### config.mk
export PLATFORM = sky130hd
export DESIGN_NAME = ctlgate_top
export DESIGN_NICKNAME = d
export VERILOG_FILES = /design/src/rtl/ctlgate_pkg.sv /design/src/rtl/ctlgate_access_gate.sv /design/src/rtl/ctlgate_pll_shadow.sv /design/src/rtl/ctlgate_top.sv
export SDC_FILE = /design/constraint.sdc
export NUM_CORES = 1
export LEC_CHECK = 0
export ABC_AREA = 1
export BUFFER_PORTS_ARGS = -buffer_cell sky130_fd_sc_hd__clkbuf_2
export CORE_UTILIZATION = 51
export DETAILED_ROUTE_END_ITERATION = 10
export PLACE_DENSITY_LB_ADDON = 0.08
export SLEW_MARGIN = 0
export SYNTH_ARGS = -nofsm -noshare
export SYNTH_HDL_FRONTEND = slang
export SYNTH_SLANG_ARGS = --single-unit
export TNS_END_PERCENT = 50
### constraint.sdc
create_clock -name clk -period 1.7 [get_ports clk]
set_input_delay 0.085 -clock clk [delete_from_list [all_inputs] [get_ports clk]]
set_output_delay 0.085 -clock clk [all_outputs]
set_load 0.02 [all_outputs]
### src/rtl/ctlgate_pkg.sv
package ctlgate_pkg;

  localparam int ADDR_W = 16;

  localparam logic [ADDR_W-1:0] CLK_REG_ADDR = 16'h4000;
  localparam logic [ADDR_W-1:0] PLL_REG_ADDR = 16'h4002;
  localparam logic [ADDR_W-1:0] PWR_REG_ADDR = 16'h4080;

  localparam int PWR_MEM_BIT  = 6;
  localparam int PWR_CORE_BIT = 0;

  typedef enum logic [1:0] {
    TGT_CLK,
    TGT_PLL,
    TGT_PWR,
    TGT_EXT
  } tgt_e;

  function automatic tgt_e target_of(input logic [ADDR_W-1:0] a);
    if (a == CLK_REG_ADDR)      return TGT_CLK;
    else if (a == PLL_REG_ADDR) return TGT_PLL;
    else if (a == PWR_REG_ADDR) return TGT_PWR;
    else                        return TGT_EXT;
  endfunction

  function automatic logic [7:0] clk_ctrl_image(input logic en, input logic [1:0] ratio);
    return {5'b0, ratio, en};
  endfunction

  function automatic logic mem_path_on(input logic [7:0] pwr);
    return pwr[PWR_MEM_BIT] & pwr[PWR_CORE_BIT];
  endfunction

  function automatic logic core_gate(input logic en, input logic pll_on, input logic locked);
    return en & (~pll_on | locked);
  endfunction

endpackage

### src/rtl/ctlgate_access_gate.sv
module ctlgate_access_gate
  import ctlgate_pkg::*;
(
  input  logic [ADDR_W-1:0] addr,
  input  logic              core_en,
  input  logic              locked,
  input  logic [7:0]        pwr,
  output tgt_e              tgt,
  output logic              permit
);

  logic clocks_up;
  assign clocks_up = core_en & locked;

  always_comb begin
    tgt = target_of(addr);
    unique case (tgt)
      TGT_CLK, TGT_PLL: permit = 1'b1;
      TGT_PWR:          permit = clocks_up;
      default:          permit = clocks_up & mem_path_on(pwr);
    endcase
  end

endmodule

### src/rtl/ctlgate_pll_shadow.sv
module ctlgate_pll_shadow #(
  parameter int BYTES       = 6,
  parameter int LOCK_CYCLES = 64
) (
  input  logic               clk,
  input  logic               rst_n,
  input  logic               clr,
  input  logic               burst_edge,
  input  logic               wr_byte,
  input  logic [7:0]         wdata,
  output logic [8*BYTES-1:0] cfg,
  output logic               locked,
  output logic               commit_evt,
  output logic               abort_evt
);

  localparam int W  = 8 * BYTES;
  localparam int IW = $clog2(BYTES + 1);
  localparam int CW = $clog2(LOCK_CYCLES + 1);
  localparam logic [IW-1:0] LAST = IW'(BYTES - 1);
  localparam logic [IW-1:0] FULL = IW'(BYTES);
  localparam logic [CW-1:0] CNT_END = CW'(LOCK_CYCLES - 1);

  logic [IW-1:0] idx;
  logic [W-1:0]  stage, stage_next, commit_word;
  logic          acq;
  logic [CW-1:0] cnt;

  assign commit_evt = wr_byte && (idx == LAST);
  assign abort_evt  = burst_edge && (idx != '0) && (idx != FULL);

  // byte idx of the burst lands at slice BYTES-1-idx (first byte is the top)
  always_comb begin
    stage_next = stage;
    for (int b = 0; b < BYTES; b++) begin
      if (wr_byte && idx == IW'(BYTES - 1 - b)) stage_next[8*b +: 8] = wdata;
    end
    commit_word    = stage_next;
    commit_word[1] = 1'b0;
  end

  always_ff @(posedge clk or negedge rst_n) begin
    if (!rst_n) begin
      idx    <= '0;
      stage  <= '0;
      cfg    <= '0;
      locked <= 1'b0;
      acq    <= 1'b0;
      cnt    <= '0;
    end else if (clr) begin
      idx    <= '0;
      stage  <= '0;
      cfg    <= '0;
      locked <= 1'b0;
      acq    <= 1'b0;
      cnt    <= '0;
    end else begin
      if (burst_edge) begin
        idx <= '0;
      end else if (wr_byte && idx != FULL) begin
        idx   <= idx + 1'b1;
        stage <= stage_next;
      end
      if (commit_evt) begin
        cfg    <= commit_word;
        locked <= 1'b0;
        acq    <= commit_word[0];
        cnt    <= '0;
      end else if (acq) begin
        if (cnt == CNT_END) begin
          locked <= 1'b1;
          acq    <= 1'b0;
        end else begin
          cnt <= cnt + 1'b1;
        end
      end
    end
  end

endmodule

### src/rtl/ctlgate_top.sv
module ctlgate_top
  import ctlgate_pkg::*;
#(
  parameter int PLL_BYTES   = 6,
  parameter int LOCK_CYCLES = 64
) (
  input  logic                   clk,
  input  logic                   rst_n,
  input  logic                   pdn,
  input  logic                   cp_start,
  input  logic [15:0]            cp_addr,
  input  logic                   cp_stop,
  input  logic                   cp_wr,
  input  logic [7:0]             cp_wdata,
  input  logic                   cp_rd,
  output logic [7:0]             cp_rdata,
  output logic                   cp_rvalid,
  output logic                   ext_wr,
  output logic                   ext_rd,
  output logic [15:0]            ext_addr,
  output logic [7:0]             ext_wdata,
  input  logic [7:0]             ext_rdata,
  output logic                   core_clk_en,
  output logic [1:0]             mclk_ratio,
  output logic [8*PLL_BYTES-1:0] pll_cfg,
  output logic                   pll_locked,
  output logic [7:0]             dig_pwr,
  output logic                   viol_flag,
  output logic                   burst_err
);

  localparam int RW = $clog2(PLL_BYTES + 1);
  localparam logic [RW-1:0] RPOS_FULL = RW'(PLL_BYTES);
  localparam logic [RW-1:0] RPOS_LAST = RW'(PLL_BYTES - 1);

  logic              active;
  logic [ADDR_W-1:0] base_addr;
  logic [RW-1:0]     rpos;
  logic              core_en;
  logic [1:0]        ratio;
  tgt_e              tgt;
  logic              permit;

  // named internal events
  logic wr_evt, rd_evt, deny_evt, clk_rd_evt, pll_wr_evt, commit_evt, abort_evt;
  logic [7:0] rd_byte;

  assign wr_evt     = cp_wr && active && !cp_start && !cp_stop;
  assign rd_evt     = cp_rd && active && !cp_start && !cp_stop;
  assign deny_evt   = (wr_evt || rd_evt) && !permit;
  assign clk_rd_evt = rd_evt && (tgt == TGT_CLK);
  assign pll_wr_evt = wr_evt && (tgt == TGT_PLL);

  ctlgate_access_gate u_gate (
    .addr    (base_addr),
    .core_en (core_en),
    .locked  (pll_locked),
    .pwr     (dig_pwr),
    .tgt     (tgt),
    .permit  (permit)
  );

  ctlgate_pll_shadow #(
    .BYTES       (PLL_BYTES),
    .LOCK_CYCLES (LOCK_CYCLES)
  ) u_pll (
    .clk        (clk),
    .rst_n      (rst_n),
    .clr        (pdn),
    .burst_edge (cp_start || cp_stop),
    .wr_byte    (pll_wr_evt),
    .wdata      (cp_wdata),
    .cfg        (pll_cfg),
    .locked     (pll_locked),
    .commit_evt (commit_evt),
    .abort_evt  (abort_evt)
  );

  assign ext_wr      = wr_evt && (tgt == TGT_EXT) && permit;
  assign ext_rd      = rd_evt && (tgt == TGT_EXT) && permit;
  assign ext_addr    = base_addr;
  assign ext_wdata   = cp_wdata;
  assign mclk_ratio  = ratio;
  assign core_clk_en = core_gate(core_en, pll_cfg[0], pll_locked);

  always_comb begin
    rd_byte = 8'h00;
    if (permit) begin
      unique case (tgt)
        TGT_CLK: rd_byte = clk_ctrl_image(core_en, ratio);
        TGT_PWR: rd_byte = dig_pwr;
        TGT_EXT: rd_byte = ext_rdata;
        default: begin
          for (int b = 0; b < PLL_BYTES; b++) begin
            if (rpos == RW'(b)) rd_byte = pll_cfg[8*(PLL_BYTES-1-b) +: 8];
          end
          if (rpos == RPOS_LAST) rd_byte[1] = pll_locked;
        end
      endcase
    end
  end

  always_ff @(posedge clk or negedge rst_n) begin
    if (!rst_n) begin
      active    <= 1'b0;
      base_addr <= '0;
      rpos      <= '0;
      core_en   <= 1'b0;
      ratio     <= 2'b00;
      dig_pwr   <= 8'h00;
      viol_flag <= 1'b0;
      burst_err <= 1'b0;
      cp_rdata  <= 8'h00;
      cp_rvalid <= 1'b0;
    end else if (pdn) begin
      active    <= 1'b0;
      base_addr <= '0;
      rpos      <= '0;
      core_en   <= 1'b0;
      ratio     <= 2'b00;
      dig_pwr   <= 8'h00;
      viol_flag <= 1'b0;
      burst_err <= 1'b0;
      cp_rdata  <= 8'h00;
      cp_rvalid <= 1'b0;
    end else begin
      cp_rvalid <= rd_evt;
      if (rd_evt) cp_rdata <= rd_byte;
      if (cp_start) begin
        active    <= 1'b1;
        base_addr <= cp_addr;
        rpos      <= '0;
      end else if (cp_stop) begin
        active <= 1'b0;
      end
      if (rd_evt && tgt == TGT_PLL && rpos != RPOS_FULL) rpos <= rpos + 1'b1;
      if (wr_evt && permit) begin
        if (tgt == TGT_CLK) begin
          core_en <= cp_wdata[0];
          ratio   <= cp_wdata[2:1];
        end else if (tgt == TGT_PWR) begin
          dig_pwr <= cp_wdata;
        end
      end
      if (clk_rd_evt) begin
        viol_flag <= 1'b0;
        burst_err <= 1'b0;
      end
      if (deny_evt)  viol_flag <= 1'b1;
      if (abort_evt) burst_err <= 1'b1;
    end
  end

endmodule

## Yosys cells after proc, flatten, opt, wreduce, memory -nomap -nowiden

Cells that the tools add are included.

| storage, ports and cells | value |
|---|---|
| flip-flop bits (word level) | 149 |
| input port bits | 39 |
| output and inout port bits | 97 |
| logic and storage cells | 166 |

| cells by class | value |
|---|---|
| add/sub/neg operators | 3 |
| equality and inequality tests | 22 |
| mux-type cells | 65 |
| bitwise operators | 6 |
| reduce and logical (&&, ||, !) cells | 54 |

Operators by type and width:

| kind | count |
|---|---|
| two-way mux 48 bit | 5 |
| two-way mux 8 bit | 19 |
| equality test 16 x 15 -> 1 bit (second input constant) | 3 |
| two-way mux 16 bit | 2 |
| two-way mux 7 bit | 4 |
| logical AND 1 bit | 25 |
| one-hot mux 8 bit (3 select lines) | 1 |
| nonzero test 3 bit | 8 |
| two-way mux 1 bit | 22 |
| two-way mux 3 bit | 6 |
| nonzero test 2 bit | 7 |
| equality test 3 x 2 -> 1 bit (second input constant) | 4 |
| equality test 3 bit (second input constant) | 4 |
| two-way mux 2 bit | 5 |
| inequality test 3 bit (second input constant) | 3 |
| AND reduction 2 bit | 4 |
| adder 7 x 1 -> 7 bit (second input constant) | 1 |
| equality test 7 x 6 -> 1 bit (second input constant) | 1 |
| adder 3 x 1 -> 3 bit (second input constant) | 2 |
| equality test 3 x 1 -> 1 bit (second input constant) | 2 |
| logical NOT 3 bit | 2 |
| bitwise AND 1 bit | 4 |
| equality test 2 bit (second input constant) | 2 |
| inequality test 2 bit (second input constant) | 2 |
| 9 further kinds | 12 |

## Depth between registers and ports, before layout

| logic depth | value |
|---|---|
| depth after elaboration | 12 |
| depth in mapped cells | 13 |
| mapped depth without buffers | 13 |

## Cells and area by module

A second synthesis with hierarchy kept.

| second synthesis, totals | value |
|---|---|
| cells, all modules | 1,019 |
| area, all modules | 7,737.4 sq um |

By module, submodules not included:

| module | instances | cells each | area each (sq um) | seq. area each (sq um) |
|---|---|---|---|---|
| ctlgate_pll_shadow | 1 | 560 | 4,830.9 | 2,577.5 |
| ctlgate_top | 1 | 431 | 2,768.9 | 1,051.0 |
| ctlgate_access_gate | 1 | 28 | 137.6 | 0.0 |

## Worst setup path before layout

OpenSTA, ideal clock, no wires.

| timing path | value |
|---|---|
| path kind | register to register |
| start point | register base_addr[5] (netlist: ext_addr[5]) |
| end point | register u_pll.cfg[16] |
| library setup time | 0.118 ns |
| data arrival time | 1.607 ns |
| required time | 1.582 ns |
| setup slack | -0.025 ns |
| cell stages (with the launch flop) | 12 |
| period minus slack after synthesis | 1.725 ns |
| cell sequence | dfrtp_1 nor2_2 nand2_1 nor2_2 nand2_4 nor2_8 buf_6 nand2_2 nand2_1 nand2_1 nand3_1 nand2_1 |

| between the ends | value |
|---|---|
| cells in the longest elaborated chain, start to end | 10 |
| elaborated cells between the ends (all ways) | 14 |
| classes of those cells | 4 x eq/ne; 6 x mux; 4 x reduce/logical |

RTL lines:

| what | line | source |
|---|---|---|
| start, declared | ctlgate_top.sv:37 | `logic [ADDR_W-1:0] base_addr;` |
| start signal, assigned | ctlgate_top.sv:131 | `base_addr <= cp_addr;` |
| equality test 16 x 15 -> 1 bit | ctlgate_pkg.sv:22 | `else if (a == PWR_REG_ADDR) return TGT_PWR;` |
| two-way mux 1 bit | ctlgate_pkg.sv:22 |  |
| two-way mux 2 bit | ctlgate_pkg.sv:21 | `else if (a == PLL_REG_ADDR) return TGT_PLL;` |
| two-way mux 2 bit (*) | ctlgate_pkg.sv:20 | `if (a == CLK_REG_ADDR) return TGT_CLK;` |
| equality test 2 x 1 -> 1 bit (*) | ctlgate_top.sv:52 | `assign pll_wr_evt = wr_evt && (tgt == TGT_PLL);` |
| logical AND 1 bit (*) | ctlgate_top.sv:52 |  |
| logical AND 1 bit | ctlgate_pll_shadow.sv:36 | `if (wr_byte && idx == IW'(BYTES - 1 - b)) stage_next[8*b +: 8] = wdata;` |
| two-way mux 8 bit | ctlgate_pll_shadow.sv:36 |  |
| two-way mux 48 bit | ctlgate_pll_shadow.sv:64 | `if (commit_evt) begin` |
| two-way mux 48 bit | ctlgate_pll_shadow.sv:50 | `end else if (clr) begin` |
| end signal, assigned | ctlgate_pll_shadow.sv:65 | `cfg <= commit_word;` |
| end, declared | ctlgate_pll_shadow.sv:11 | `output logic [8*BYTES-1:0] cfg,` |

Every way passes the cells marked *; elsewhere a longest branch is shown, timed or not. The select of a mux whose other input is x is not followed.
A chain may end at the register's enable or synchronous reset.

## Final worst setup path

| timing path | value |
|---|---|
| start point | register base_addr[13] (netlist: ext_addr[13]) |
| end point | register u_pll.cfg[14] |

The elaborated chain is that of the path after synthesis.

==> metrics.md <==
| Metric | Value |
|---|---|
| Critical path required time | `2.00 ns` |
| I/O Pins | `136` |
| Ys Warns | `0` |
| Core footprint | `14100 µm²` |
| Initial antenna violation count | `0` |
| Fin nets | `1283` |
| Yosys reg bits | `141` |
| CTS Root Cell | `clkbuf_16` |
| Tot Pwr | `7.992 mW` |
| # DRC | `0` |
| DR WL/cell | `19.44 µm` |
| Top post-synthesis cells by area | `dfrtp_1 47%, nand2_1 17%, nand3_1 14%` |
| Total GRT Usage | `34.15%` |
| Failing checks | `negative setup slack` |
| Critical path class | `reg -> reg` |
| Placer congestion estimate | `0.9231` |
| Synth top area share | `47.03%` |
| Final hold viol count | `0` |
| Vias per std cell | `5.831` |
| Worst slew pin tran | `0.6746 ns` |
| Synth Instances | `1004` |
| Setup crit end kind | `flip-flop` |
| Fin. max-slew vios | `0` |
| Clk_lat worst skew | `0.43 ns` |
| Synth area leader | `dfrtp_1` |
| Number of diodes | `0` |
| Fin crit share | `118.1%` |
| Fmax | `498.1 MHz` |
| Max transition margin | `54.86%` |
| Max IR drop VDD | `0.9759 mV` |
| Core Rows | `43` |
| Port Buf Inserts | `134` |
| Sequential share of the synthesized area | `47.03%` |
| Leakage | `5.845 nW` |
| Max-cap viol count | `0` |
| TritonCTS clock tree | `built` |
| CP Max Fanout | `8` |
| Netlist Area Pre-Place | `7502 µm²` |
| Share of cells above drive strength 1 | `41.72%` |
| Initial Utilization | `53.22%` |
| Clock slew at reported path FFs | `0.06 ns` |
| Highest Signal Layer | `met4` |
| Status | `finished, violations left` |
| Mean Syn Cell Area | `7.472 µm²` |
| Clock Tree Buf Depth | `2` |
| Mapped Nets | `1054` |
| Pwr per Cell Area | `700.0 nW/µm²` |
| Worst Skew | `0.008996 ns` |
| Critical path arrival | `2.30 ns` |
| Largest net degree at the start of global routing | `59` |
| Worst hold slack | `0.03147 ns` |
| Die ar. | `15200 µm²` |
| RSZ-0062 raised after global routing | `true` |
| Startpoint Class | `flip-flop` |
| WL met2 | `13.00 mm` |
| CTS Buf Count | `17` |
| Final worst slack | `-0.3078 ns` |
| Total grt overflow | `0` |
| CTS sink cnt | `141` |
| HP Class | `in -> reg` |
| First-pass GRT wire length | `38.61 mm` |
| Drt total wl | `27.68 mm` |
| Wl on met1 | `10.90 mm` |
| Final setup viols | `123` |
| Detailed placement HPWL | `15.62 mm` |
| Initial DRT Pass Iterations | `6` |
| Post-route ant nets | `0` |
| Layout area overhead | `52.17%` |
| Vias in the first global route | `7422` |
| Met3 wire len | `2.565 mm` |
| Cell variety after synth | `30` |
| DIE WIDTH | `123.3 µm` |
| Htree depth | `4` |
| Die Y | `123.3 µm` |
| Minimum clock period | `2.008 ns` |
| Via count | `8303` |
| Initial DRC Count | `877` |
[layer usage]
layer / track usage (%) / vias up
met2: 55.06 / 517
met1: 46.07 / 3968
met3: 6.042 / 112
met4: 12.58 / 0
li1: - / 3706
met5: 0 / -
[Yosys cell counts]
cell,instances
a21oi_1,38
a22o_1,1
a22oi_1,1
buf_1,7
buf_2,5
buf_4,19
buf_6,7
clkbuf_1,22
clkinv_1,2
conb_1,1
dfrtp_1,141
ha_1,11
inv_1,76
inv_2,2
nand2_1,334
nand2_2,6
nand2_4,3
nand3_1,211
nand3_2,2
nand4_1,12
nor2_1,61
nor2_2,4
nor2_4,2
nor2_8,1
nor3b_1,1
o2111a_1,1
o21ai_0,27
o21bai_1,1
o22ai_1,3
xor2_1,2
[timing repair]
action | 4_1_cts | 5_1_grt
hold buffers | 18 | 0
endpoints found under the setup margin | 106 | 125
hold endpoints to repair | 71 | 0
pin swaps | 81 | 91
cloned | 6 | 5
setup buffers | 30 | 12
resized for setup | 144 | 221
[cells in the final DEF, fill, tap and decap left out, types with 8 or more instances in the layout]
cell type | netlist | final
nand2_1 | 334 | 244
dfrtp_1 | 141 | 138
clkbuf_2 | 0 | 131
nand3_1 | 211 | 129
inv_1 | 76 | 68
buf_4 | 19 | 66
nand3_2 | 2 | 65
nand2_2 | 6 | 56
nor2_1 | 61 | 51
nand2_4 | 3 | 35
buf_6 | 7 | 22
clkbuf_16 | 0 | 20
buf_12 | 0 | 20
nand3_4 | 0 | 19
a21oi_1 | 38 | 19
a21oi_2 | 0 | 19
o21ai_0 | 27 | 18
dlygate4sd3_1 | 0 | 18
nand4_1 | 12 | 12
nor2_4 | 2 | 9
nand2_8 | 0 | 9
ha_1 | 11 | 8
[logic make-up (layout without fill, tap and decap cells)]
group,Yosys count,after routing,share of synthesized area [%]
simple gates,637,638,37.06
flops,141,141,47.03
buf+inv,140,379,8.739
compound gates,72,72,5.053
fa+ha+maj,11,11,1.835
xor+xnor,2,2,0.2335
other cells,1,1,0.04999
[path summary, 6_finish.rpt]
check                                  start         endpoint  slack (ns)  depth (start not counted)
worst min register to register   cp_rdata[4]      cp_rdata[4]        0.49                          2
worst max register to register  ext_addr[13]    u_pll.cfg[14]       -0.31                         13
worst max-delay path            ext_addr[13]    u_pll.cfg[14]       -0.31                         13
min in group asynchronous              rst_n      ext_addr[9]        0.18                          2
max in group asynchronous              rst_n  u_pll.stage[21]        0.85                          3
worst min-delay path            ext_rdata[3]      cp_rdata[3]        0.03                          5
[worst max-delay path, cell delays in order (launching register included)]
cell	delay (ns)
dfrtp_1	0.40
nor2_2	0.15
nand2_2	0.08
nor2_4	0.17
nand2_4	0.11
nor2_8	0.18
buf_12	0.14
buf_12	0.13
buf_12	0.11
nand2_8	0.10
nand2_4	0.10
nand2_4	0.05
nand3_2	0.05
nand2_1	0.09
[power breakdown]
| group | switching (mW) | internal [mW] |
|---|---|---|
| registers | 0.0229 | 3.38 |
| clock network | 1.40 | 2.31 |
| logic | 0.550 | 0.322 |
| total | 1.97 | 6.02 |
[sequential cells by signal (all words and copies together) (netlist names), 2 cells and up]
name	count
cp_rdata	8
dig_pwr	8
ext_addr	16
mclk_ratio	2
rpos	3
u_pll.cfg	47
u_pll.cnt	7
u_pll.idx	3
u_pll.stage	40
[layout make-up]
type                       count  area, µm²
timing repair inverter         1      11.26
inverter                      80      315.3
sequential                   141       3532
clock inverter                 9      120.1
multi-input combinational    724       4549
clock buffer                  21      450.4
fill                         891       2680
tap                          180      225.2
timing repair buffer         268       2212
[metrics by stage]
step	setup slack, ns	instance area, µm²	std cells	utilization [%]	TNS, ns
2_1_floorplan	0.0002262	7511	1004	-	0
3_3_place_gp	-0.2121	8783	1336	62.31	-3.553
3_5_place_dp	-0.1721	8783	1336	62.31	-5.336
4_1_cts	-0.2493	10400	1413	73.79	-12.62
5_1_grt	-0.3896	11420	1424	80.99	-31.53
6_report	-0.3078	11420	1424	80.99	-19.20
Power figures use the tool's default switching activity.
